`config.mk`:
```
export PLATFORM = sky130hd
export DESIGN_NAME = ir_symbol_capture
export DESIGN_NICKNAME = d
export VERILOG_FILES = /design/src/rtl/ir_symbol_capture.sv
export SDC_FILE = /design/constraint.sdc
export NUM_CORES = 1
export LEC_CHECK = 0
export CORE_MARGIN = 2
export CORE_UTILIZATION = 65
export CTS_CLUSTER_DIAMETER = 80
export DETAILED_ROUTE_END_ITERATION = 16
export PLACE_DENSITY = 0.83
export SLEW_MARGIN = 20
export SYNTH_ARGS = -nofsm -noshare
export SYNTH_HDL_FRONTEND = slang
export SYNTH_SLANG_ARGS = --single-unit
```
`constraint.sdc`:
```
create_clock -name clk -period 19.3 [get_ports clk]
set_input_delay 5.79 -clock clk [delete_from_list [all_inputs] [get_ports clk]]
set_output_delay 5.79 -clock clk [all_outputs]
set_load 0.005 [all_outputs]
```
`src/rtl/ir_symbol_capture.sv`:
```
module ir_symbol_capture #(
  parameter int W     = 16,
  parameter int DEPTH = 8,
  localparam int AW   = $clog2(DEPTH)
) (
  input  logic         clk,
  input  logic         rst_n,
  input  logic         rx_in,
  input  logic         wr_en,
  input  logic         rd_en,
  input  logic [3:0]   addr,
  input  logic [W-1:0] wdata,
  output logic [W-1:0] rdata,
  output logic         irq
);
  localparam logic [W-1:0] SAT = {W{1'b1}};
  localparam logic [W-1:0] TOP = SAT - 1'b1;

  logic [1:0]   ctrl;
  logic [3:0]   irq_en, irq_stat;
  logic [W-1:0] max_per, noise, div;
  logic [1:0]   sync;
  logic [W-1:0] div_cnt, gl_cnt, mk, pr;
  logic         lvl, active, in_mark;
  logic [W-1:0] mark_q [DEPTH];
  logic [W-1:0] per_q  [DEPTH];
  logic [AW-1:0] wptr, rptr;
  logic [AW:0]   cnt;

  wire en    = ctrl[0];
  wire s     = sync[1] ^ ctrl[1];
  wire tick  = ({1'b0, div_cnt} + 1'b1) >= {1'b0, div};
  wire full  = cnt == DEPTH[AW:0];
  wire empty = cnt == '0;
  wire tmo   = ({1'b0, pr} + 1'b1) >= {1'b0, max_per};
  wire push_req = en && tick && active && !in_mark && (lvl || tmo);
  wire [W-1:0] push_per = lvl ? pr : SAT;
  wire push  = push_req && !full;
  wire pop   = rd_en && addr == 4'd0 && !empty;
  wire wr_clr = wr_en && addr == 4'd4;
  wire [3:0] set = {push && cnt == DEPTH[AW:0] - 1'b1, push_req && full,
                    push && !lvl, push};

  assign irq = |(irq_stat & irq_en);

  always_comb begin
    case (addr)
      4'd0:    rdata = mark_q[rptr];
      4'd1:    rdata = per_q[rptr];
      4'd2:    rdata = W'(irq_en);
      4'd3:    rdata = W'(irq_stat);
      4'd5:    rdata = W'(ctrl);
      4'd6:    rdata = max_per;
      4'd7:    rdata = noise;
      4'd8:    rdata = div;
      4'd9:    rdata = {{8{!empty}}, 5'd0, irq_stat[2], 2'd0};
      default: rdata = '0;
    endcase
  end

  always_ff @(posedge clk) begin
    if (!rst_n) begin
      ctrl <= '0; irq_en <= '0; irq_stat <= '0;
      max_per <= TOP; noise <= '0; div <= W'(1);
      sync <= '0; div_cnt <= '0; gl_cnt <= '0; lvl <= 1'b0;
      active <= 1'b0; in_mark <= 1'b0; mk <= '0; pr <= '0;
      wptr <= '0; rptr <= '0; cnt <= '0;
    end else begin
      sync <= {sync[0], rx_in};
      if (wr_en)
        case (addr)
          4'd2: irq_en  <= wdata[3:0];
          4'd5: ctrl    <= wdata[1:0];
          4'd6: max_per <= wdata;
          4'd7: noise   <= wdata;
          4'd8: div     <= wdata;
          default: ;
        endcase
      irq_stat <= (irq_stat & ~(wr_clr ? wdata[3:0] : 4'd0)) | set;
      div_cnt  <= tick ? '0 : div_cnt + 1'b1;
      if (tick) begin
        if (s == lvl) gl_cnt <= '0;
        else if (({1'b0, gl_cnt} + 1'b1) >= {1'b0, noise}) begin
          lvl <= s; gl_cnt <= '0;
        end else gl_cnt <= gl_cnt + 1'b1;
      end
      if (!en) begin
        active <= 1'b0; in_mark <= 1'b0; mk <= '0; pr <= '0;
      end else if (tick) begin
        if (!active) begin
          if (lvl) begin active <= 1'b1; in_mark <= 1'b1; mk <= W'(1); pr <= W'(1); end
        end else if (in_mark) begin
          if (pr != TOP) pr <= pr + 1'b1;
          if (!lvl) in_mark <= 1'b0;
          else if (mk != TOP) mk <= mk + 1'b1;
        end else if (lvl) begin
          in_mark <= 1'b1; mk <= W'(1); pr <= W'(1);
        end else if (tmo) begin
          active <= 1'b0;
        end else if (pr != TOP) pr <= pr + 1'b1;
      end
      if (push) begin
        mark_q[wptr] <= mk; per_q[wptr] <= push_per; wptr <= wptr + 1'b1;
      end
      if (pop) rptr <= rptr + 1'b1;
      cnt <= cnt + AW'(push) - AW'(pop);
    end
  end

  assert_count_bound_R6: assert property (@(posedge clk) disable iff (!rst_n)
    cnt <= DEPTH[AW:0]);
  assert_fill_order_R6: assert property (@(posedge clk) disable iff (!rst_n)
    (push && !pop) |=> cnt == $past(cnt) + 1'b1);
  assert_drop_when_full_R7: assert property (@(posedge clk) disable iff (!rst_n)
    (push_req && full && !pop) |=> (cnt == DEPTH[AW:0] && irq_stat[2]));
  assert_last_tagged_R2: assert property (@(posedge clk) disable iff (!rst_n)
    (push && push_per == SAT) |=> (irq_stat[1] && !active));
  assert_idle_when_off_R9: assert property (@(posedge clk) disable iff (!rst_n)
    !en |=> !push_req);
  assert_pop_nonempty_R6: assert property (@(posedge clk) disable iff (!rst_n)
    pop |=> cnt == $past(cnt) - 1'b1 + AW'($past(push)));
endmodule

```
==> impl_metrics.json, run 1 <==
{
  "status": "finished, final reports clean",
  "synth-edff-count": 256,
  "synth_top_area_cell": "edfxtp_1",
  "postCtsHoldBufs": 0,
  "grt_use_total_pct": 31.0,
  "final-hold-violation-count": 0,
  "crit_path_max_fanout": 15,
  "cts_tree": "done",
  "clockPowerShare_pct": 44.5,
  "cts_made_buffers": 41,
  "nNetsFinal": 1548,
  "timing.hold.ws_ns": 0.434,
  "fin_tns_setup_ns": 0,
  "port-buffer-count": 41,
  "ios": 42,
  "netlist.area_leader.share_pct": 42.8,
  "initial_core_util_pct": 66.5,
  "place_inst": 1757,
  "r2r-start": "div_cnt[0]",
  "crit_required_ns": 13.51,
  "cts.reportedPaths.clkPinSlew_ns": 0.06,
  "dr.pass1.iters": 6,
  "core_area_sq_um": 27000,
  "layout_common_cells": "edfxtp_1, nand2_1, dfxtp_1",
  "clock_sinks": 396,
  "vias": 12100,
  "setup_violations": 0,
  "async_flop_share_pct": 0,
  "routed_wl_um": 43700,
  "syn_nets": 1516,
  "drtIter0Drc": 1390,
  "cap_viol_max_count": 0,
  "crit_path_start_kind": "input port",
  "h-tree-depth": 2,
  "grt_start_max_net_pins": 65,
  "syn2layout_area_growth_pct": 11.7,
  "endpoint": "rdata[0]",
  "cp-end-kind": "output pin",
  "gr-total-overflow": 0,
  "synthFlopType": "edfxtp_1",
  "gp_congestion": 0.923,
  "ctsResizeCount": 0,
  "stdcell_count": 1832,
  "ant_nets": 0,
  "cp-startpoint": "addr[1]",
  "period_needed_ns": 14.49,
  "crit_arrival_ns": 8.70,
  "p_sw_uw": 385,
  "power_density_nw_per_um2": 88.6,
  "regToRegSetupSlack_ns": 14.21,
  "netSwitchingFraction_pct": 21.7,
  "report.final.slew_viol_count": 0,
  "reg2reg_depth": 18,
  "crit_type": "in -> out",
  "grt_pass1_vias": 12200,
  "synth.area.top_cells": "edfxtp_1, dfxtp_1, mux4_2",
  "leakagePower_uw": 0.00689,
  "intPower_uw": 1390,
  "seq_area_frac_synth_pct": 58.4,
  "fp.dieH_um": 170,
  "drive_gt1_share_pct": 12.5,
  "skew_ns": 0.0234,
  "seqPwrFrac_pct": 50.9,
  "dpl.hpwl_um": 28100,
  "yosysWarningCount": 0,
  "clockRootBuffer": "clkbuf_16",
  "p_comb_share_pct": 4.7,
  "grt_pass1_wl_um": 68700,
  "clockBufferDepth": 3,
  "hp-class": "reg -> reg",
  "cts_setup_buffers": 0,
  "die_area_sq_um": 29000,
  "ir_drop_uv": 86.0,
  "insertion_delay_ns": 0.54,
  "tightest_slew_ns": 1.02,
  "placementRows": 60,
  "rsz0062_at_grt": "no",
  "timing.final.crit_share_pct": 75.1,
  "synth_area_per_cell_sq_um": 12.6,
  "synthCells": 1427,
  "synthesis.area_sq_um": 18000,
  "yosysUniqueCellTypes": 79,
  "antenna_found_initial": 1,
  "ys_ff_latch": 396,
  "n_fill_cell": 1740,
  "die_w_um": 170,
  "route.detailed.drc": 0,
  "slew_headroom_pct": 31.7,
  "layout_commonest_cell": "edfxtp_1",
  "rr_endpoint": "cnt[3]",
  "wl_per_cell_um": 23.9,
  "drt-vias-per-instance": 6.60,
  "fmax_mhz": 69.0
}
-- power groups by stage --
stage	clock network [uW]	registers [uW]	logic, uW
6_report	790	904	82.9
2_1_floorplan	0	921	49.4
5_1_grt	826	904	89.0
3_5_place_dp	0	922	80.5
3_3_place_gp	0	922	78.4
4_1_cts	799	904	81.0
-- critical path, stage by stage --
cell and delay (ns):
clkdlybuf4s50_1 0.82, nand2b_1 0.23, nor2_2 0.63, a221o_1 0.27, a311oi_1 0.06, o21ai_0 0.26
clkdlybuf4s50_1 0.63
-- per-stage QoR --
stage / total power [uW] / util, % / setup WS, ns / instance area [sq um]
detailed placement: 1000 / 69.2 / 4.53 / 18700
CTS: 1780 / 74.2 / 4.52 / 20100
global route: 1820 / 74.3 / 4.63 / 20100
finish: 1780 / 74.3 / 4.81 / 20100
floorplan: 970 / - / 6.47 / 18000
global placement: 1000 / 69.2 / 4.53 / 18700
-- Yosys cell counts, types with 6 or more instances --
library cell	instances
a211oi_1	8
a21o_1	9
a21oi_1	69
a22o_1	7
a22oi_1	10
a31oi_1	7
a32o_1	8
and2_1	24
and3_1	16
buf_2	11
clkbuf_1	52
dfxtp_1	140
edfxtp_1	256
ha_1	63
inv_1	81
mux2i_1	48
mux4_2	64
nand2_1	164
nand2b_1	19
nand3_1	44
nand4_1	28
nor2_1	53
nor3_1	16
nor4_1	7
o211ai_1	18
o21ai_0	42
o22a_1	8
o22ai_1	6
xnor2_1	30
xor2_1	20
-- kinds of logic after synthesis --
group / synth area share, %
AOI/OAI and AO/OA: 9.29
adders and majority gates: 4.50
xor gates and xnor gates: 2.44
and+or+nand+nor: 11.4
buffers and inverters: 3.33
DFF: 58.4
muxes: 10.7
-- registers in the layout, indices dropped and copies added (netlist names), 3 cells and up, named ones only --
name / cells
noise: 16
irq_en: 4
mk: 16
div: 16
div_cnt: 16
gl_cnt: 16
cnt: 4
mark_q: 128
max_per: 16
rptr: 3
irq_stat: 4
wptr: 3
pr: 16
per_q: 128
-- how the worst min path moves through the flow --
stage               startpoint       to  slack (ns)  depth (start not counted)
floorplan              sync[0]  sync[1]        0.41                          1
global placement       sync[0]  sync[1]        0.42                          1
detailed placement     sync[0]  sync[1]        0.42                          1
CTS                    sync[0]  sync[1]        0.44                          1
global route           sync[0]  sync[1]        0.46                          1
finish                 sync[0]  sync[1]        0.43                          1
-- layout make-up --
cell class / instances / area [sq um] / area share, %
clock buffers: 52 / 1120 / 5.57
well taps: 341 / 427 / 2.13
flip-flops and latches: 396 / 10500 / 52.3
clock inverters: 22 / 235 / 1.17
multi-input cells: 879 / 6940 / 34.6
repair buffers: 59 / 546 / 2.72
inverters: 82 / 308 / 1.53
diodes: 1 / 2.50 / 0.0125
-- metal layers --
metal	vias to the layer above	wire, um	GRT usage, %
li1	5401	-	-
met2	593	21500	51.9
met3	114	3810	5.98
met4	2	1460	11.4
met1	5974	16900	40.7
met5	-	13	0
No activity file was read; power rests on OpenSTA's default activity.
==> run 2, diff against run 1 <==
--- a/config.mk
+++ b/config.mk
@@ -6,10 +6,10 @@
 export NUM_CORES = 1
 export LEC_CHECK = 0
 export CORE_MARGIN = 2
-export CORE_UTILIZATION = 65
+export CORE_UTILIZATION = 62
 export CTS_CLUSTER_DIAMETER = 80
 export DETAILED_ROUTE_END_ITERATION = 16
-export PLACE_DENSITY = 0.83
+export PLACE_DENSITY = 0.8
 export SLEW_MARGIN = 20
 export SYNTH_ARGS = -nofsm -noshare
 export SYNTH_HDL_FRONTEND = slang
==> constraint.sdc (replaced) <==
create_clock -name clk -period 14 [get_ports clk]
set_input_delay 4.2 -clock clk [delete_from_list [all_inputs] [get_ports clk]]
set_output_delay 4.2 -clock clk [all_outputs]
set_load 0.005 [all_outputs]
==> impl_metrics.json, run 2 (synthesis gave the netlist of run 1 again) <==
{
  "grt_use_total_pct": 28.8,
  "vias": 12000,
  "wl_per_cell_um": 23.1,
  "power_density_nw_per_um2": 121,
  "fin_tns_setup_ns": 0,
  "tightest_slew_ns": 1.01,
  "stdcell_count": 1871,
  "cp_top_family": "buffers and inverters",
  "period_needed_ns": 11.40,
  "crit_type": "in -> out",
  "p_sw_uw": 510,
  "ir_drop_uv": 107,
  "cp_cell_sequence": "clkdlybuf4s50_1 > nand2b_1 > nor2_2 > a221o_1 > a311oi_1 > o21ai_0 > clkdlybuf4s50_1",
  "insertion_delay_ns": 0.53,
  "layout_commonest_cell": "edfxtp_1",
  "endpoint": "rdata[0]",
  "p_comb_share_pct": 4.7,
  "clock_sinks": 396,
  "ctsResizeCount": 0,
  "die_w_um": 174,
  "leakagePower_uw": 0.00689,
  "crit_path_start_kind": "input port",
  "crit_path_max_incr_delay_ns": 0.83,
  "min_path_cells": 1,
  "place_inst": 1799,
  "clockBufferDepth": 3,
  "intPower_uw": 1910,
  "crit_slowest_cell": "clkdlybuf4s50_1",
  "setup_violations": 0,
  "crit_path_max_fanout": 15,
  "worst_path_most_repeated_cell": "clkdlybuf4s50_1",
  "r2r-start": "div_cnt[0]",
  "syn2layout_area_growth_pct": 11.8,
  "cp-startpoint": "addr[1]",
  "num_antenna_cells": 0,
  "reg2reg_depth": 13,
  "cts.reportedPaths.clkPinSlew_ns": 0.06,
  "dpl.hpwl_um": 27700,
  "dr.pass1.iters": 6,
  "rsz0062_at_grt": "no",
  "port-buffer-count": 41,
  "timing.hold.ws_ns": 0.437,
  "drtIter0Drc": 1451,
  "cap_viol_max_count": 0,
  "ant_nets": 0,
  "cts_setup_buffers": 0,
  "hp-class": "reg -> reg",
  "cp-end-kind": "output pin",
  "initial_core_util_pct": 62.8,
  "grt_pass1_vias": 11700,
  "grt_start_max_net_pins": 65,
  "seqPwrFrac_pct": 51.5,
  "route.detailed.drc": 0,
  "skew_ns": 0.0139,
  "clockRootBuffer": "clkbuf_16",
  "cts_tree": "done",
  "die_area_sq_um": 30400,
  "crit_required_ns": 9.80,
  "layout_common_cells": "edfxtp_1, nand2_1, dfxtp_1",
  "n_fill_cell": 1917,
  "grt_pass1_wl_um": 66900,
  "hp-start": "sync[0]",
  "antenna_found_initial": 0,
  "routed_wl_um": 43200,
  "regToRegSetupSlack_ns": 8.66,
  "gp_congestion": 0.954,
  "cts_made_buffers": 40,
  "final-hold-violation-count": 0,
  "crit_arrival_ns": 7.20,
  "rr_endpoint": "mark_q[1][14]",
  "path_buf_inv": 2,
  "reg_top3": "mark_q: 128 flops, per_q: 128 flops",
  "status": "finished, final reports clean",
  "gr-total-overflow": 0,
  "fmax_mhz": 87.7,
  "postCtsHoldBufs": 0,
  "report.final.slew_viol_count": 0,
  "fp.dieH_um": 174,
  "clockPowerShare_pct": 43.9,
  "core_area_sq_um": 28600,
  "drive_gt1_share_pct": 12.3,
  "drt-vias-per-instance": 6.41,
  "netSwitchingFraction_pct": 21.0,
  "timing.final.crit_share_pct": 81.5,
  "slew_headroom_pct": 32.7,
  "cp.depth": 7,
  "h-tree-depth": 2,
  "placementRows": 62,
  "ios": 42,
  "nNetsFinal": 1546
}
[run 2: cell count changes in the layout (fill, tap and decap cells not counted), sizes merged]
| cell | change |
|---|---|
| buf | -1 |
| bufinv | -2 |
| clkbuf | +12 |
| clkinv | -8 |
| clkinvlp | -4 |
| diode | -1 |
[run 2: final cells by class]
type / count / area (sq um) / area share (%)
inverters: 82 / 308 / 1.53
multi-input cells: 879 / 6950 / 34.6
clock buffers: 64 / 1220 / 6.09
flip-flops and latches: 396 / 10500 / 52.2
clock inverters: 8 / 93.8 / 0.467
repair buffers: 58 / 538 / 2.68
well taps: 384 / 480 / 2.39
[run 2: how the worst min path moves through the flow]
stage	slack, ns	end
final	0.44	sync[1]
after global routing	0.46	sync[1]
after CTS	0.44	sync[1]
after detailed placement	0.42	sync[1]
after global placement	0.42	sync[1]
after floorplan	0.41	sync[1]
[run 2: metal layers]
layer | global-route usage, % | up-vias | part of all wire (%) | wire length [um]
met3 | 5.14 | 129 | 8.0 | 3470
met2 | 47.1 | 584 | 48 | 20700
met4 | 10.2 | 0 | 3.9 | 1690
met5 | 0 | - | 0 | 0
met1 | 39.1 | 5884 | 40 | 17400
li1 | - | 5400 | - | -
[run 2: through the flow]
| stage | utilization (%) | power (uW) | cell area (sq um) | setup slack [ns] |
|---|---|---|---|---|
| finish | 70.2 | 2420 | 20100 | 2.60 |
| global route | 70.2 | 2490 | 20100 | 2.45 |
| CTS | 70.1 | 2430 | 20100 | 2.39 |
| detailed placement | 65.5 | 1380 | 18800 | 2.42 |
| global placement | 65.5 | 1380 | 18800 | 2.49 |
| floorplan | - | 1340 | 18000 | 4.35 |
[run 2: power by group through the flow]
stage | sequential [uW] | combinational (uW) | clock [uW]
3_5_place_dp | 1270 | 110 | 0
5_1_grt | 1250 | 121 | 1120
4_1_cts | 1250 | 111 | 1080
6_report | 1250 | 113 | 1060
3_3_place_gp | 1270 | 107 | 0
2_1_floorplan | 1270 | 68.1 | 0
